### src/rtl/bcd_sum_display_pkg.sv
package bcd_sum_display_pkg;
  localparam int DIGIT_W  = 4;
  localparam int SEG_W    = 7;
  localparam int NUM_DISP = 4;

  typedef logic [DIGIT_W-1:0] digit_t;
  typedef logic [SEG_W-1:0]   seg_t;

  // Display slot order inside the top module's digit array.
  typedef enum logic [1:0] {
    DISP_OP_A  = 2'd0,
    DISP_OP_B  = 2'd1,
    DISP_TENS  = 2'd2,
    DISP_UNITS = 2'd3
  } disp_idx_e;
endpackage

### src/rtl/bcd_digit_add.sv
// Adds two decimal digits and splits the result into tens and units.
module bcd_digit_add #(
  parameter int DIGIT_W = 4
) (
  input  logic [DIGIT_W-1:0] add_a,
  input  logic [DIGIT_W-1:0] add_b,
  output logic [DIGIT_W-1:0] tens,
  output logic [DIGIT_W-1:0] units
);
  localparam int SUM_W = DIGIT_W + 1;

  logic [SUM_W-1:0] bin_sum;
  logic             carry_dec;

  always_comb begin
    bin_sum   = SUM_W'(add_a) + SUM_W'(add_b);
    carry_dec = (bin_sum > SUM_W'(9));
    if (carry_dec) begin
      units = DIGIT_W'(bin_sum - SUM_W'(10));
      tens  = DIGIT_W'(1);
    end else begin
      units = DIGIT_W'(bin_sum);
      tens  = '0;
    end
  end
endmodule

### src/rtl/seg7_encode.sv
// Turns one 4-bit digit into a segment pattern {g,f,e,d,c,b,a}.
module seg7_encode #(
  parameter int DIGIT_W    = 4,
  parameter int SEG_W      = 7,
  parameter bit ACTIVE_LOW = 1'b1
) (
  input  logic [DIGIT_W-1:0] digit,
  output logic [SEG_W-1:0]   seg
);
  logic [6:0] lit;  // 1 = segment on

  always_comb begin
    case (digit[3:0])
      4'h0:    lit = 7'b0111111;
      4'h1:    lit = 7'b0000110;
      4'h2:    lit = 7'b1011011;
      4'h3:    lit = 7'b1001111;
      4'h4:    lit = 7'b1100110;
      4'h5:    lit = 7'b1101101;
      4'h6:    lit = 7'b1111101;
      4'h7:    lit = 7'b0000111;
      4'h8:    lit = 7'b1111111;
      4'h9:    lit = 7'b1101111;
      4'hA:    lit = 7'b1110111;
      4'hB:    lit = 7'b1111100;
      4'hC:    lit = 7'b0111001;
      4'hD:    lit = 7'b1011110;
      4'hE:    lit = 7'b1111001;
      default: lit = 7'b1110001;
    endcase
  end

  generate
    if (ACTIVE_LOW) begin : g_low
      assign seg = SEG_W'(~lit);
    end else begin : g_high
      assign seg = SEG_W'(lit);
    end
  endgenerate
endmodule

### src/rtl/bcd_sum_display.sv
module bcd_sum_display
  import bcd_sum_display_pkg::*;
#(
  parameter int W_DIG = DIGIT_W,
  parameter int W_SEG = SEG_W
) (
  input  logic [W_DIG-1:0] op_a,
  input  logic [W_DIG-1:0] op_b,
  output logic [W_SEG-1:0] seg_op_a,
  output logic [W_SEG-1:0] seg_op_b,
  output logic [W_SEG-1:0] seg_tens,
  output logic [W_SEG-1:0] seg_units
);
  logic [W_DIG-1:0] sum_tens;
  logic [W_DIG-1:0] sum_units;
  logic [W_DIG-1:0] disp_digit [NUM_DISP];
  logic [W_SEG-1:0] disp_seg   [NUM_DISP];

  bcd_digit_add #(.DIGIT_W(W_DIG)) u_add (
    .add_a (op_a),
    .add_b (op_b),
    .tens  (sum_tens),
    .units (sum_units)
  );

  assign disp_digit[DISP_OP_A]  = op_a;
  assign disp_digit[DISP_OP_B]  = op_b;
  assign disp_digit[DISP_TENS]  = sum_tens;
  assign disp_digit[DISP_UNITS] = sum_units;

  for (genvar gi = 0; gi < NUM_DISP; gi++) begin : g_disp
    seg7_encode #(
      .DIGIT_W    (W_DIG),
      .SEG_W      (W_SEG),
      .ACTIVE_LOW (1'b1)
    ) u_enc (
      .digit (disp_digit[gi]),
      .seg   (disp_seg[gi])
    );
  end

  assign seg_op_a  = disp_seg[DISP_OP_A];
  assign seg_op_b  = disp_seg[DISP_OP_B];
  assign seg_tens  = disp_seg[DISP_TENS];
  assign seg_units = disp_seg[DISP_UNITS];
endmodule

### config.mk
export PLATFORM = sky130hd
export DESIGN_NAME = bcd_sum_display
export DESIGN_NICKNAME = d
export VERILOG_FILES = /design/src/rtl/bcd_sum_display_pkg.sv /design/src/rtl/bcd_digit_add.sv /design/src/rtl/seg7_encode.sv /design/src/rtl/bcd_sum_display.sv
export SDC_FILE = /design/constraint.sdc
export NUM_CORES = 1
export LEC_CHECK = 0
export BUFFER_PORTS_ARGS = -buffer_cell sky130_fd_sc_hd__buf_2
export CORE_AREA = 2 2 47 49
export DETAILED_ROUTE_END_ITERATION = 16
export DIE_AREA = 0 0 49 51
export GPL_TIMING_DRIVEN = 0
export PLACE_DENSITY = 0.82
export RECOVER_POWER = 25
export SLEW_MARGIN = 0
export SYNTH_ARGS = -nofsm -noshare
export SYNTH_HDL_FRONTEND = slang
export SYNTH_SLANG_ARGS = --single-unit
### constraint.sdc
create_clock -name vclk -period 12.2
set_input_delay 3.05 -clock vclk [all_inputs]
set_output_delay 3.05 -clock vclk [all_outputs]
set_load 0.02 [all_outputs]
==> metrics.md <==
| Metric | Value |
|---|---|
| Crit-path cells | `buf_2 -> ha_1 -> fa_1 -> xnor2_1 -> ha_1 -> nand2_1 -> a22o_1 -> nor3_1 -> nor2_1 -> xnor2_1 -> inv_1 -> ha_1 -> mux2_2 -> o2bb2ai_1 -> buf_2` |
| Simple-gate share of the synthesized area | `between 20 and 25%` |
| Post-route worst setup slack | `2.888 ns` |
| Combinational family with the most area after synthesis | `adder cells` |
| DR vias/cell | `between 5 and 6` |
| Synthesized cell area | `between 1000 and 1500 sq um` |
| Max frequency | `~110 MHz` |
| Detailed Route Iter0 Violations | `20` |
| Fin crit period | `around 9.3 ns` |
| PwrDens | `around 110 nW/um^2` |
| Synth area leader | `ha_1` |
| Max-capacitance violation count | `0` |
| Part of the cycle the worst path needs | `roughly three quarters` |
| Cells after DPL | `around 190` |
| Post-route insts no fill | `194` |
| # clk buffers | `0` |
| Largest net degree at the start of global routing | `11` |
| Xor and xnor fraction of the mapped netlist area | `under 10%` |
| Count of nets after finishing | `200` |
| Placed inst area | `~1200 sq um` |
| Antenna violations before repair | `0` |
| Worst EP required | `9.15 ns` |
| Status | `finished, final reports clean` |
| Post-CTS Repair Setup Buffers | `0` |
| Syn Inst Count | `roughly 130` |
| Cts repair resizes | `0` |
| Register area | `0 sq um` |
| Residual DRC | `0` |
| Initial core utilization | `50.64%` |
| Num rows | `17` |
| RSZ-0062 raised after global routing | `no` |
| Core Area | `roughly 2100 sq um` |
| Vias | `between 1,000 and 1,500` |
| Fraction of layout cells with a size suffix above 1 | `approximately 28%` |
| Drt pass-1 iters | `4` |
| Post-synth top cells | `23 x ha_1, 11 x inv_1, 11 x nor2_1` |
| Wire length per cell | `approximately 12 um` |
| Pre-CTS WS | `between 2 and 3 ns` |
| # IOs | `36` |
| CP startpoint kind | `input port` |
| Fin area | `1241 sq um` |
| Synth Area in Adders | `29.46%` |
| Crit-path most repeated cell | `ha_1` |
| Post-DP HPWL | `approximately 1.9 mm` |
| Mux cell area share after synthesis | `approximately 15%` |
| First-pass GRT wire length | `3.988 mm` |
| Total wire length | `2.295 mm` |
| Max incr delay on CP | `between 0.4 and 0.5 ns` |
| Gpl congestion | `0.7988` |
| Warnings from Yosys | `0` |
| Total gr overflow | `0` |
| CP endpoint kind | `primary output` |
| HP Class | `input port to primary output` |
| Number of diodes | `0` |
| Post-synthesis compound-gate area fraction | `approximately a fifth` |
| Top-count cell post-synth | `ha_1` |
| Setup TNS | `0 ns` |
| FFs & Latches | `0` |
| Final Util | `about three fifths` |
| Slowest cell on crit path | `fa_1` |
| CTS Hold Bufs | `0` |
| Dominant cells by area after synthesis | `ha_1 28%, mux2i_1 9.6%, buf_4 4.3%, mux4_2 4.3%, inv_1 4.0%` |
| Width of the chip | `between 40 and 50 um` |
| Yosys cell types | `43` |
| Gr usage total | `18.79%` |
| Maximum vdd drop | `0.07023 mV` |
| Setup CP Type | `input port to primary output` |
| Count of port buffers added during placement | `33` |
| Antenna Nets Post-Route | `0` |
| Final Power | `approximately 0.13 mW` |
| Pleak | `approximately 0.66 nW` |
| Worst hold slack | `between 6 and 7 ns` |
| Vias in the first global route | `between 900 and 1,000` |
| Worst Path Arrival | `~6.3 ns` |
| Average size of a mapped cell | `7.915 sq um` |
| Area share of the largest cell type after synthesis | `~28%` |
| Die height | `51 um` |
| Die area | `around 2500 sq um` |
| Max Slew Vio Count | `0` |
| Hold Vio Cnt, Final | `0` |
| Crit-path max FO | `6` |
| Area delta synth->final | `18.80%` |
| Setup violations, final | `0` |
| Sequential element share of the synthesized area | `0%` |
==> power breakdown <==
| group | switching (mW) | internal, mW |
|---|---|---|
| clock network | 0 | 0 |
| logic | 0.0791 | 0.0553 |
| registers | 0 | 0 |
==> area by class of cell <==
type	count	area, sq um
Inverter	11	41.29
Timing Repair Buffer	33	157.7
Multi-Input combinational cell	110	924.6
Buffer	12	82.58
Fill cell	207	822.0
Tap cell	28	35.03
==> placed cells by master, fill, tap and decap left out, types with 3 or more instances in the layout <==
cell	Yosys	routed
nor2b_1	4	4
nand2_1	7	7
inv_1	11	11
conb_1	2	3
a31oi_1	3	3
ha_1	23	23
buf_4	6	6
nand3_1	3	3
a22o_1	4	4
clkbuf_1	2	8
nor2_1	11	11
mux2i_1	10	10
o21ai_0	5	5
buf_2	0	27
a21oi_1	3	3
==> logic make-up after synthesis <==
group,after synthesis
AND/OR/NAND/NOR,38
AO/OA/AOI/OAI,29
adder cells (fa/ha/maj),24
buffers and inverters,23
multiplexers,13
XOR/XNOR,3
other,2
==> routing by layer <==
metal  up-vias  track usage [%]  part of all wire [%]
li1        530                -                     -
met1       485            24.25                    45
met2        33            35.84                    51
met3         2                0                   2.9
met4         0            2.857                  0.61
met5         -                0                     0
==> worst paths after layout <==
check                from            to  slack (ns)  cells past startpoint
setup / recovery  op_a[0]  seg_units[4]        2.89                     15
hold / removal    op_a[0]   seg_op_a[1]        6.56                      3
==> critical path, delay by kind of cell <==
family	cells	cell delay, ns
multiplexers	1	0.27
AO/OA/AOI/OAI	2	0.33
AND/OR/NAND/NOR	3	0.28
adder cells (fa/ha/maj)	4	1.12
buffers and inverters	3	0.46
XOR/XNOR	2	0.75
No activity file was read; power rests on OpenSTA's default activity.
